### config.mk
export PLATFORM = sky130hd
export DESIGN_NAME = gpio_port_ctrl
export DESIGN_NICKNAME = d
export VERILOG_FILES = /design/src/rtl/gpio_port_pkg.sv /design/src/rtl/gpio_pin_sync.sv /design/src/rtl/gpio_trig_detect.sv /design/src/rtl/gpio_irq_merge.sv /design/src/rtl/gpio_port_ctrl.sv
export SDC_FILE = /design/constraint.sdc
export NUM_CORES = 1
export LEC_CHECK = 0
export ABC_CLOCK_PERIOD_IN_PS = 2200
export BUFFER_PORTS_ARGS = -buffer_cell sky130_fd_sc_hd__buf_2
export CAP_MARGIN = 25
export CORE_ASPECT_RATIO = 1.1
export CORE_MARGIN = 1
export CORE_UTILIZATION = 30
export DETAILED_ROUTE_END_ITERATION = 16
export PLACE_DENSITY = 0.48
export SLEW_MARGIN = 20
export SYNTH_ARGS = -nofsm -noshare
export SYNTH_HDL_FRONTEND = slang
export SYNTH_SLANG_ARGS = --single-unit
### constraint.sdc
create_clock -name clk -period 2.2 [get_ports clk]
set_input_delay 0.22 -clock clk [delete_from_list [all_inputs] [get_ports clk]]
set_output_delay 0.22 -clock clk [all_outputs]
set_load 0.1 [all_outputs]
### src/rtl/gpio_port_pkg.sv
package gpio_port_pkg;

    // Word indices within the register window (byte address >> 2)
    localparam logic [2:0] W_DOUT  = 3'd0;
    localparam logic [2:0] W_DIR   = 3'd1;
    localparam logic [2:0] W_PAD   = 3'd2;
    localparam logic [2:0] W_CFG_A = 3'd3;
    localparam logic [2:0] W_CFG_B = 3'd4;
    localparam logic [2:0] W_MASK  = 3'd5;
    localparam logic [2:0] W_STAT  = 3'd6;
    localparam logic [2:0] W_BOTH  = 3'd7;
    localparam int         NUM_WORDS = 8;

    typedef enum logic [1:0] {
        TRIG_LOW  = 2'd0,
        TRIG_HIGH = 2'd1,
        TRIG_RISE = 2'd2,
        TRIG_FALL = 2'd3
    } trig_e;

endpackage

### src/rtl/gpio_pin_sync.sv
module gpio_pin_sync #(
    parameter int WIDTH  = 32,
    parameter int STAGES = 2
) (
    input  logic             clk,
    input  logic             rst_n,
    input  logic [WIDTH-1:0] d,
    output logic [WIDTH-1:0] q
);
    logic [WIDTH-1:0] stage_q [STAGES];

    generate
        for (genvar s = 0; s < STAGES; s++) begin : g_stage
            if (s == 0) begin : g_first
                always_ff @(posedge clk or negedge rst_n) begin
                    if (!rst_n) stage_q[s] <= '0;
                    else        stage_q[s] <= d;
                end
            end else begin : g_next
                always_ff @(posedge clk or negedge rst_n) begin
                    if (!rst_n) stage_q[s] <= '0;
                    else        stage_q[s] <= stage_q[s-1];
                end
            end
        end
    endgenerate

    assign q = stage_q[STAGES-1];
endmodule

### src/rtl/gpio_trig_detect.sv
module gpio_trig_detect
    import gpio_port_pkg::*;
#(
    parameter int PINS = 32
) (
    input  logic [PINS-1:0] cur,
    input  logic [PINS-1:0] prev,
    input  logic [PINS-1:0] cfg_a,
    input  logic [PINS-1:0] cfg_b,
    input  logic [PINS-1:0] both,
    output logic [PINS-1:0] evt
);
    localparam int HALF = PINS / 2;

    generate
        for (genvar p = 0; p < PINS; p++) begin : g_pin
            logic [1:0] code;
            logic       rise, fall;
            if (p < HALF) begin : g_a
                assign code = cfg_a[2*p +: 2];
            end else begin : g_b
                assign code = cfg_b[2*(p-HALF) +: 2];
            end
            assign rise = cur[p] & ~prev[p];
            assign fall = ~cur[p] & prev[p];
            always_comb begin
                if (both[p]) begin
                    evt[p] = rise | fall;
                end else begin
                    unique case (trig_e'(code))
                        TRIG_LOW:  evt[p] = ~cur[p];
                        TRIG_HIGH: evt[p] = cur[p];
                        TRIG_RISE: evt[p] = rise;
                        TRIG_FALL: evt[p] = fall;
                        default:   evt[p] = 1'b0;
                    endcase
                end
            end
        end
    endgenerate
endmodule

### src/rtl/gpio_irq_merge.sv
module gpio_irq_merge #(
    parameter int PINS = 32
) (
    input  logic [PINS-1:0] stat,
    input  logic [PINS-1:0] mask,
    output logic            irq_lo,
    output logic            irq_hi
);
    localparam int HALF = PINS / 2;

    logic [PINS-1:0] pend;
    assign pend = stat & mask;

    generate
        for (genvar h = 0; h < 2; h++) begin : g_half
            logic any;
            assign any = |pend[h*HALF +: HALF];
            if (h == 0) begin : g_lo
                assign irq_lo = any;
            end else begin : g_hi
                assign irq_hi = any;
            end
        end
    endgenerate
endmodule

### src/rtl/gpio_port_ctrl.sv
module gpio_port_ctrl
    import gpio_port_pkg::*;
#(
    parameter int PINS        = 32,
    parameter int ADDR_W      = 6,
    parameter int SYNC_STAGES = 2
) (
    input  logic              clk,
    input  logic              rst_n,
    input  logic              bus_we,
    input  logic [ADDR_W-1:0] bus_addr,
    input  logic [PINS-1:0]   bus_wdata,
    output logic [PINS-1:0]   bus_rdata,
    input  logic [PINS-1:0]   pad_in,
    output logic [PINS-1:0]   pad_out,
    output logic [PINS-1:0]   pad_oe,
    output logic              irq_lo,
    output logic              irq_hi
);
    typedef struct packed {
        logic [PINS-1:0] dout;
        logic [PINS-1:0] dir;
        logic [PINS-1:0] cfg_a;
        logic [PINS-1:0] cfg_b;
        logic [PINS-1:0] mask;
        logic [PINS-1:0] stat;
        logic [PINS-1:0] both;
        logic [PINS-1:0] prev;
    } port_state_t;

    port_state_t      r_d, r_q;
    logic [PINS-1:0]  smp;
    logic [PINS-1:0]  evt;
    logic [ADDR_W-1:0] word_full;
    logic             hit;
    logic [2:0]       idx;
    logic [PINS-1:0]  mask_q;

    assign word_full = bus_addr >> 2;
    assign hit       = word_full < ADDR_W'(NUM_WORDS);
    assign idx       = word_full[2:0];
    assign mask_q    = r_q.mask;

    gpio_pin_sync #(.WIDTH(PINS), .STAGES(SYNC_STAGES)) u_sync (
        .clk   (clk),
        .rst_n (rst_n),
        .d     (pad_in),
        .q     (smp)
    );

    gpio_trig_detect #(.PINS(PINS)) u_detect (
        .cur   (smp),
        .prev  (r_q.prev),
        .cfg_a (r_q.cfg_a),
        .cfg_b (r_q.cfg_b),
        .both  (r_q.both),
        .evt   (evt)
    );

    gpio_irq_merge #(.PINS(PINS)) u_irq (
        .stat   (r_q.stat),
        .mask   (r_q.mask),
        .irq_lo (irq_lo),
        .irq_hi (irq_hi)
    );

    // Next-state computation
    always_comb begin
        logic [PINS-1:0] clr_d;
        r_d      = r_q;
        r_d.prev = smp;
        clr_d    = '0;
        if (bus_we && hit) begin
            unique case (idx)
                W_DOUT:  r_d.dout  = bus_wdata;
                W_DIR:   r_d.dir   = bus_wdata;
                W_CFG_A: r_d.cfg_a = bus_wdata;
                W_CFG_B: r_d.cfg_b = bus_wdata;
                W_MASK:  r_d.mask  = bus_wdata;
                W_STAT:  clr_d     = bus_wdata;
                W_BOTH:  r_d.both  = bus_wdata;
                default: ;
            endcase
        end
        r_d.stat = (r_q.stat & ~clr_d) | evt;
    end

    always_ff @(posedge clk or negedge rst_n) begin
        if (!rst_n) r_q <= '0;
        else        r_q <= r_d;
    end

    // Read mux
    always_comb begin
        bus_rdata = '0;
        if (hit) begin
            unique case (idx)
                W_DOUT:  bus_rdata = r_q.dout;
                W_DIR:   bus_rdata = r_q.dir;
                W_PAD:   bus_rdata = smp;
                W_CFG_A: bus_rdata = r_q.cfg_a;
                W_CFG_B: bus_rdata = r_q.cfg_b;
                W_MASK:  bus_rdata = r_q.mask;
                W_STAT:  bus_rdata = r_q.stat;
                W_BOTH:  bus_rdata = r_q.both;
                default: bus_rdata = '0;
            endcase
        end
    end

    assign pad_out = r_q.dout;
    assign pad_oe  = r_q.dir;
endmodule

## After elaboration in Yosys (flattened, before gate mapping)

Cells that the tools add are included.

- $add $sub $neg: 0
- $mul: 0
- Div/mod/pow operators: 0
- $lt $le $gt $ge: 1
- Eq/ne operators: 103
- Shifts and indexed selects: 0
- Mux-type cells: 68
- Bitwise operators: 164
- Reduce and logical (&&, ||, !) cells: 42

Operators by type and width:

| cell | number |
|---|---|
| case mux 32 bit (8 select lines) | 1 |
| equality test 2 bit (second input constant) | 64 |
| case mux 1 bit (4 select lines) | 32 |
| 2-to-1 mux 32 bit | 3 |
| bitwise AND 1 bit | 64 |
| bitwise AND 32 bit | 2 |
| equality test 2 x 1 -> 1 bit (second input constant) | 32 |
| zero test 2 bit | 32 |
| inverter 1 bit | 64 |
| 2-to-1 mux 1 bit | 32 |
| inverter 32 bit | 1 |
| bitwise OR 1 bit | 32 |
| bitwise OR 32 bit | 1 |
| OR reduction 16 bit | 2 |
| equality test 3 bit (second input constant) | 4 |
| AND reduction 2 bit | 6 |
| equality test 3 x 2 -> 1 bit (second input constant) | 2 |
| less-than comparator 4 bit (second input constant) | 1 |
| equality test 3 x 1 -> 1 bit (second input constant) | 1 |
| zero test 3 bit | 1 |
| logical AND 1 bit | 1 |

- Bits in registers: 320
- Bits in latches: 0
- RAM bits: 0
- Memory bits (read-only): 0
- Input bits: 73
- Output and inout bits: 98
- Word-level logic and storage cells: 388
- Memories: 0

## Longest topological paths before layout

Gate-level depths: netlist of run 1.

- Depth after elaboration: 6
- Gate-level depth with buffers: 7
- Gate-level depth less buffers: 6

## Cells and area by module

Synthesis of run 1 repeated with hierarchy kept, for this count alone.

- Cell total of the unflattened synthesis: 1,358
- Area total of the unflattened synthesis: 16,325.7 um^2

By module, submodules not included:

| module | times used | cells an instance | area each (um^2) | seq. area each (um^2) |
|---|---|---|---|---|
| gpio_port_ctrl | 1 | 920 | 11,813.8 | 6,406.1 |
| gpio_trig_detect | 1 | 324 | 2,467.4 | 0.0 |
| gpio_pin_sync | 1 | 96 | 1,841.8 | 1,601.5 |
| gpio_irq_merge | 1 | 18 | 202.7 | 0.0 |

## Least setup slack after synthesis of run 1

OpenSTA, ideal clock, no wires.

- Path kind: input -> output
- Start point: input bus_addr[2]
- End point: output bus_rdata[10]
- Data arrival time: 3.358 ns
- Data required time: 1.980 ns
- Slack: -1.378 ns
- Stages: 6
- Buffers on the path: 2
- Path through: buf_2 > buf_1 > mux2i_1 > a211oi_1 > a211oi_1 > nor3_1

- Longest elaborated chain between the ends: 3
- Elaborated cells between the ends (all ways): 11
- Those cells by class: order compare: 1; eq/ne: 7; mux: 2; reduce/logical: 1

RTL lines:

| what | line | text |
|---|---|---|
| start, declared | gpio_port_ctrl.sv:11 | `input logic [ADDR_W-1:0] bus_addr,` |
| equality test 3 bit, or another cell as far along | gpio_port_ctrl.sv:97 | `unique case (idx)` |
| case mux 32 bit (8 select lines) | gpio_port_ctrl.sv:97 |  |
| 2-to-1 mux 32 bit (*) | gpio_port_ctrl.sv:96 | `if (hit) begin` |
| end, declared | gpio_port_ctrl.sv:13 | `output logic [PINS-1:0] bus_rdata,` |

Every way passes the cells marked *; elsewhere a longest branch is shown, timed or not.

## Worst setup path in the final report of run 1

- Start point: register u_sync.stage_q (netlist bit u_sync.q[20])
- End point: output bus_rdata[20]

- Longest elaborated chain between the ends: 2

RTL lines:

| what | line | text |
|---|---|---|
| start, declared | gpio_pin_sync.sv:10 | `logic [WIDTH-1:0] stage_q [STAGES];` |
| start signal, assigned by index | gpio_pin_sync.sv:22 | `else stage_q[s] <= stage_q[s-1];` |
| case mux 32 bit (8 select lines) | gpio_port_ctrl.sv:97 |  |
| 2-to-1 mux 32 bit | gpio_port_ctrl.sv:96 |  |

No other way between the ends.

==> flow_summary.json, run 1 <==
{
  "status": "complete, no violations",
  "crit_type": "reg2out",
  "fin_crit_ps": 2200,
  "routed_via_density": 4.92,
  "setup_viol": 0,
  "max_slew_margin_pct": 63.8,
  "p_sw_mw": 7.76,
  "swShare_pct": 37.5,
  "wl_um": 47800,
  "antenna_found_initial": 0,
  "end_kind": "output port",
  "regToRegStartpoint": "u_sync.q[14]$_DFF_PN0_",
  "dpl-instance-area_um2": 18600,
  "yosys_warnings": 0,
  "boundaryPins": 171,
  "vias": 11100,
  "grt_pass1_wl_um": 73700,
  "drv_cap": 0,
  "netlist_instances": 1331,
  "clockBufferDepth": 3,
  "fin_skew_ps": 13.3,
  "dr.pass1.iters": 5,
  "clk_latency_ps": 560,
  "nNetsFinal": 1700,
  "drive_above_1_share_pct": 47.4,
  "endpoint": "bus_rdata[20]",
  "die_w_um": 222,
  "syn_avg_cell_area_um2": 12.0,
  "rr_worst_depth": 6,
  "crit_fanout": 3,
  "portBuffers": 168,
  "track_usage_pct": 17.8,
  "start_kind": "register",
  "n_fill_cell": 4979,
  "start_util_pct": 30.5,
  "grt_max_degree": 56,
  "tritoncts": "done",
  "synth.distinct_cells": 37,
  "p_clk_share_pct": 30.8,
  "drv_slew": 0,
  "clk_pin_slew_ps": 60,
  "ir_drop_mv": 0.516,
  "drt_iter0_markers": 640,
  "synth_nets": 1468,
  "comb_power_share_pct": 31.5,
  "grt.overflow.total": 0,
  "r2r_setup_slack_ps": 480,
  "final_area_um2": 21000,
  "ys_ff_latch": 320,
  "fmax_mhz": 455,
  "crit_arrival_ps": 1980,
  "path_cells": "mux2i_1, a211oi_2, a211oi_4, nor3_4, buf_12",
  "yosysSeqAreaShare_pct": 50.0,
  "leakagePower_nw": 9.45,
  "hold_class": "in2reg",
  "slowest_delay_ps": 400,
  "drc": 0,
  "cp.required_ps": 1980,
  "clock-sinks": 320,
  "place.gp.congestion": 0.771,
  "clock-root-buffer": "clkbuf_16",
  "setup-tns-final_ps": 0,
  "num_rows": 88,
  "core_um2": 52500,
  "wl_per_cell_um": 21.1,
  "crit_slowest_cell": "dfrtp_2",
  "synth.cell_area_um2": 16000,
  "diodes": 0,
  "area_growth_pct": 31.3,
  "startpoint": "u_sync.q[20]$_DFF_PN0_",
  "worstMarginPinSlew_ps": 547,
  "die_area_um2": 54300,
  "regToRegEndpoint": "r_q[78]$_DFF_PN0_",
  "dp_hpwl_um": 33500,
  "intPower_mw": 13.0,
  "grt_pass1_vias": 11600,
  "postLayoutCoreUtil_pct": 40.0,
  "hold_viol_final": 0,
  "pwr-share-seq_pct": 37.7,
  "finalCritPeriodShare_pct": 100,
  "die_y_um": 244,
  "cts-buffers-inserted": 39,
  "powerDensity_nw_per_um2": 986,
  "power_mw": 20.7,
  "rsz0062_at_grt": "yes",
  "cts.htree.levels": 2,
  "drt.antenna.violating_nets": 0
}
-- cell type report --
cell class / instances / area (um2) / area share (%)
inverter: 66 / 248 / 1.18
clock buffer: 56 / 1160 / 5.53
sequential: 320 / 8060 / 38.4
multi-input combinational: 810 / 7720 / 36.8
clock inverter: 12 / 106 / 0.506
tap: 675 / 845 / 4.02
timing repair buffer: 326 / 2860 / 13.6
-- critical path: cells and delay by family (launching register included) --
kind	cells	cell delay, ps
DFF	1	400
buffers and inverters	1	200
and+or+nand+nor	1	230
muxes	1	100
AOI/OAI and AO/OA	2	490
-- metrics by stage --
stage / setup slack (ps) / hold slack, ps / instances
after floorplan: -6.72 / -75.6 / 1331
after global placement: -26.4 / 201 / 2116
after detailed placement: -26.9 / 205 / 2116
after CTS: -61.8 / 0.564 / 2242
after global routing: -93.8 / 31.2 / 2265
final: 0.00400 / 25.1 / 2265
-- cells in the mapped netlist (all sizes together) --
| library cell | n | share of area, % |
|---|---|---|
| a211o | 30 | 1.6 |
| a211oi | 59 | 2.8 |
| a21bo | 1 | 0.063 |
| a21oi | 33 | 1.0 |
| a221o | 1 | 0.063 |
| a221oi | 9 | 0.49 |
| a22o | 38 | 2.1 |
| and2 | 2 | 0.078 |
| buf | 90 | 3.9 |
| clkbuf | 45 | 1.1 |
| dfrtp | 320 | 50 |
| ha | 64 | 5.0 |
| inv | 66 | 1.5 |
| mux2 | 247 | 18 |
| mux2i | 33 | 2.1 |
| mux4 | 7 | 0.98 |
| nand2 | 89 | 2.1 |
| nand2b | 2 | 0.078 |
| nand3b | 1 | 0.047 |
| nand4 | 2 | 0.078 |
| nor2 | 66 | 1.5 |
| nor2b | 25 | 0.98 |
| nor3 | 32 | 1.0 |
| nor3b | 8 | 0.38 |
| o21ai | 1 | 0.031 |
| o22ai | 25 | 0.98 |
| or2 | 1 | 0.039 |
| or3 | 1 | 0.039 |
| or3b | 1 | 0.055 |
| or4b | 2 | 0.13 |
| xor2 | 30 | 1.6 |
-- how the worst min path moves through the flow --
stage | startpoint | to | cells after the start
floorplan | rst_n | mask_q[0]$_DFFE_PN0P_ | 0
global placement | rst_n | u_sync.stage_q[33]$_DFF_PN0_ | 1
detailed placement | rst_n | u_sync.stage_q[33]$_DFF_PN0_ | 1
CTS | bus_wdata[22] | r_q[86]$_DFF_PN0_ | 3
global route | bus_wdata[3] | r_q[67]$_DFF_PN0_ | 3
finish | bus_wdata[0] | r_q[32]$_DFFE_PN0P_ | 2
-- flip-flops by register name, summed over array words and instances (netlist names) --
signal	count
u_sync.stage_q	32
pad_oe	32
u_sync.q	32
r_q	160
pad_out	32
mask_q	32
-- logic make-up (layout without fill, tap and decap cells) --
group / after synthesis / after routing / share of synthesized area (%)
mux: 287 / 287 / 21.1
buf+inv: 201 / 460 / 6.54
xor+xnor: 30 / 30 / 1.64
fa+ha+maj: 64 / 64 / 5.00
flops: 320 / 320 / 50.0
compound gates: 197 / 197 / 9.14
simple gates: 232 / 232 / 6.53
-- power groups by stage --
stage / Combinational, mW / Sequential [mW] / Clock (mW)
floorplan: 5.08 / 7.54 / 0
global placement: 6.00 / 7.94 / 0
detailed placement: 6.06 / 7.98 / 0
CTS: 6.34 / 7.86 / 6.60
global route: 6.89 / 7.96 / 6.83
finish: 6.52 / 7.82 / 6.39
-- routing by layer --
layer | vias to the layer above | track usage [%] | wire, um
met3 | 72 | 2.54 | 1930
met5 | - | 0 | 0
met2 | 231 | 29.4 | 23000
met4 | 0 | 5.66 | 1110
met1 | 5734 | 24.1 | 21800
li1 | 5104 | - | -
-- placed cells by master, fill, tap and decap left out, types with 30 or more instances in the layout --
master,count
ha_1,64
a211o_1,30
buf_2,130
nand2_1,89
nor3_4,32
dfrtp_2,45
a211oi_2,45
dlygate4sd3_1,39
buf_12,50
inv_1,66
xor2_1,30
clkbuf_16,40
a22o_1,38
buf_4,104
dfrtp_1,275
mux2_2,214
mux2_4,30
nor2_1,63
-- timing repair --
item | in CTS | in global routing
setup endpoints to repair | 29 | 30
hold endpoints to repair | 87 | 0
hold buffers | 39 | 0
pin swaps | 11 | 16
buffers inserted | 20 | 26
resized for setup | 67 | 65
No activity file was read; power rests on OpenSTA's default activity.
==> inputs of run 2 (changes only) <==
Settings changed: SYNTH_HIERARCHICAL set to 1.
==> run 2 against run 1 <==
  * Final area fell by 1.6%
  * Largest power group unchanged
  * Synthesized cell count rose by 2.0%
  * Hold slack barely moved
  * Cell count rose by 0.44%
  * Flip-flop and latch count did not move
  * The run now ends with negative setup slack left
==> flow_summary.json, run 2 <==
{
  "status": "complete, but fails checks",
  "violations": "negative setup slack",
  "die_y_um": 247,
  "hold_class": "in2reg",
  "fin_ws_ps": -49.4,
  "r2r_setup_slack_ps": 620,
  "yosysMostFrequentCell": "dfrtp_1",
  "tritoncts": "done",
  "boundaryPins": 171,
  "cp.required_ps": 1980,
  "n_fill_cell": 5218,
  "netlist_instances": 1358,
  "fin_skew_ps": 25.7,
  "intPower_mw": 13.2,
  "seqCellArea_um2": 8030,
  "crit_fanout": 3,
  "drt.antenna.violating_nets": 0,
  "synth.cell_area_um2": 16300,
  "mostFrequentLayoutCells": "dfrtp_1 (299), mux2_2 (161), buf_2 (133)",
  "routed_via_density": 4.95,
  "start_util_pct": 30.4,
  "clk_latency_ps": 570,
  "fin_crit_ps": 2250,
  "swShare_pct": 37.4,
  "cts.htree.levels": 2,
  "regToRegStartpoint": "u_sync/q[8]$_DFF_PN0_",
  "leakagePower_nw": 9.30,
  "end_kind": "output port",
  "area_growth_pct": 26.7,
  "yosysTopAreaCellShare_pct": 49.0,
  "synth_edf_count": 0,
  "synth_common_cells": "dfrtp_1 (320), mux2_2 (161), buf_4 (100), inv_1 (100), nor2_1 (80)",
  "syn_avg_cell_area_um2": 12.0,
  "worstHoldStart": "bus_wdata[9]",
  "wl_um": 50800,
  "drc": 0,
  "clock-root-buffer": "clkbuf_16",
  "num_rows": 89,
  "drt_iter0_markers": 573,
  "track_usage_pct": 18.7,
  "dr.pass1.iters": 5,
  "grt_pass1_vias": 11900,
  "pwr-share-seq_pct": 38.0,
  "min_path_cells": 3,
  "drv_slew": 0,
  "fin_hold_ws_ps": 25.0,
  "die_area_um2": 55400,
  "grt_max_degree": 73,
  "regMostFlops": "r_q",
  "crit_arrival_ps": 2030,
  "rr_worst_depth": 4,
  "slowest_delay_ps": 440,
  "worstHoldEndpoint": "r_q[73]$_DFF_PN0_",
  "comb_power_share_pct": 29.3,
  "dp_hpwl_um": 35800,
  "regToRegEndpoint": "r_q[72]$_DFF_PN0_",
  "yosysTopAreaCell": "dfrtp_1",
  "p_clk_share_pct": 32.7,
  "rsz0062_at_grt": "yes",
  "yosysSeqAreaShare_pct": 49.0,
  "antenna_found_initial": 0,
  "powerDensity_nw_per_um2": 1020,
  "drive_above_1_share_pct": 36.3,
  "clock-sinks": 320,
  "drv_cap": 0,
  "crit_slowest_cell": "dfrtp_1",
  "finalCritPeriodShare_pct": 102,
  "vias": 11300,
  "synth.top_cells.by_area": "dfrtp_1 (49%), mux2_2 (11%), ha_1 (4.9%)",
  "grt.overflow.total": 0,
  "cts-buffers-inserted": 40,
  "place_ws_ps": 126,
  "path_cells": "a22o_1, a221oi_2, nand4_1, buf_6",
  "core_um2": 53700,
  "worstMarginPinSlew_ps": 570,
  "clk_pin_slew_ps": 60,
  "clockBufferDepth": 3,
  "place.gp.congestion": 0.776,
  "p_sw_mw": 7.89,
  "ir_drop_mv": 0.666,
  "synth_nets": 1495,
  "nNetsFinal": 1654,
  "portBuffers": 168,
  "die_w_um": 224,
  "multi_input_area_um2": 7400,
  "start_kind": "register",
  "grt_pass1_wl_um": 76700,
  "largest_reg_flops": 160,
  "synth.distinct_cells": 39,
  "final_common_cell": "dfrtp_1",
  "fmax_mhz": 445,
  "crit_type": "reg2out",
  "wl_per_cell_um": 22.3,
  "ys_ff_latch": 320,
  "ys_async_sr_fraction_pct": 100,
  "synthFlopType": "dfrtp_1",
  "diodes": 0,
  "setup_viol": 1,
  "hold_viol_final": 0,
  "power_mw": 21.1,
  "yosys_warnings": 6,
  "max_slew_margin_pct": 62.2,
  "setup-tns-final_ps": -49.4
}
[run 2: cell count changes after synthesis, moves of 32 or more]
cell      change
buf_4        +36
inv_1        +34
mux2i_1      +33
a22oi_1      +60
nand2_1      -55
a211oi_1     -57
a21oi_1      -33
a21o_1       +32
mux2_2       -53
[run 2: logic make-up after synthesis]
group | count (synthesis) | synth area share [%]
DFF | 320 | 49.0
adders and majority gates | 64 | 4.90
and+or+nand+nor | 185 | 5.68
AOI/OAI and AO/OA | 268 | 13.6
buffers and inverters | 263 | 8.79
muxes | 258 | 18.0
[run 2: worst max-delay path by stage]
stage	from	endpoint	slack (ps)	depth (start not counted)
after floorplan	bus_addr[4]	bus_rdata[16]	210	6
after global placement	bus_addr[3]	bus_rdata[13]	140	8
after detailed placement	bus_addr[3]	bus_rdata[19]	130	8
after CTS	r_q[77]$_DFF_PN0_	irq_lo	-80	4
after global routing	r_q[71]$_DFF_PN0_	irq_lo	-120	4
final	r_q[77]$_DFF_PN0_	irq_lo	-50	4
[run 2: layout make-up]
| type | count | area share (%) |
|---|---|---|
| Clock inverter | 16 | 1.08 |
| Timing Repair Buffer | 280 | 12.4 |
| Tap cell | 728 | 4.40 |
| Inverter | 100 | 1.81 |
| Clock buffer | 56 | 5.67 |
| Sequential cell | 320 | 38.8 |
| Multi-Input combinational cell | 775 | 35.8 |
[run 2: through the flow]
step | cell area (um2) | utilization (%) | instances
after global placement | 18600 | 34.7 | 2144
after detailed placement | 18600 | 34.7 | 2144
after global routing | 20700 | 38.5 | 2275
final | 20700 | 38.5 | 2275
after floorplan | 16800 | - | 1358
after CTS | 20600 | 38.4 | 2273
[run 2: critical path, delay by kind of cell, from the launching register on]
kind            cells  cell delay (ps)
flops               1              440
compound gates      2              570
simple gates        1              210
buf+inv             1              240
[run 2: what timing repair did]
action / 4_1_cts / 5_1_grt
endpoints found under the setup margin: 14 / 12
setup buffers: 2 / 2
hold buffers: 55 / 0
pin swaps: 5 / 6
endpoints found under the hold margin: 165 / 0
gates resized for setup: 18 / 18
[run 2: power groups by stage]
| stage | clock network, mW | registers, mW | logic, mW |
|---|---|---|---|
| 2_1_floorplan | 0 | 7.57 | 5.26 |
| 3_3_place_gp | 0 | 8.07 | 6.03 |
| 3_5_place_dp | 0 | 8.12 | 6.11 |
| 4_1_cts | 7.08 | 8.02 | 6.22 |
| 5_1_grt | 7.30 | 8.18 | 6.51 |
| 6_report | 6.90 | 8.02 | 6.19 |
[run 2: per-layer routing]
layer  global-route usage, %  vias to the layer above  routed length (um)  share of wire (%)
met4                    6.68                        0                1610                3.2
met2                    30.8                      273               24100                 47
met3                    3.55                       88                2310                4.5
li1                        -                     5139                   -                  -
met1                    24.3                     5770               22800                 45
met5                       0                        -                   0                  0
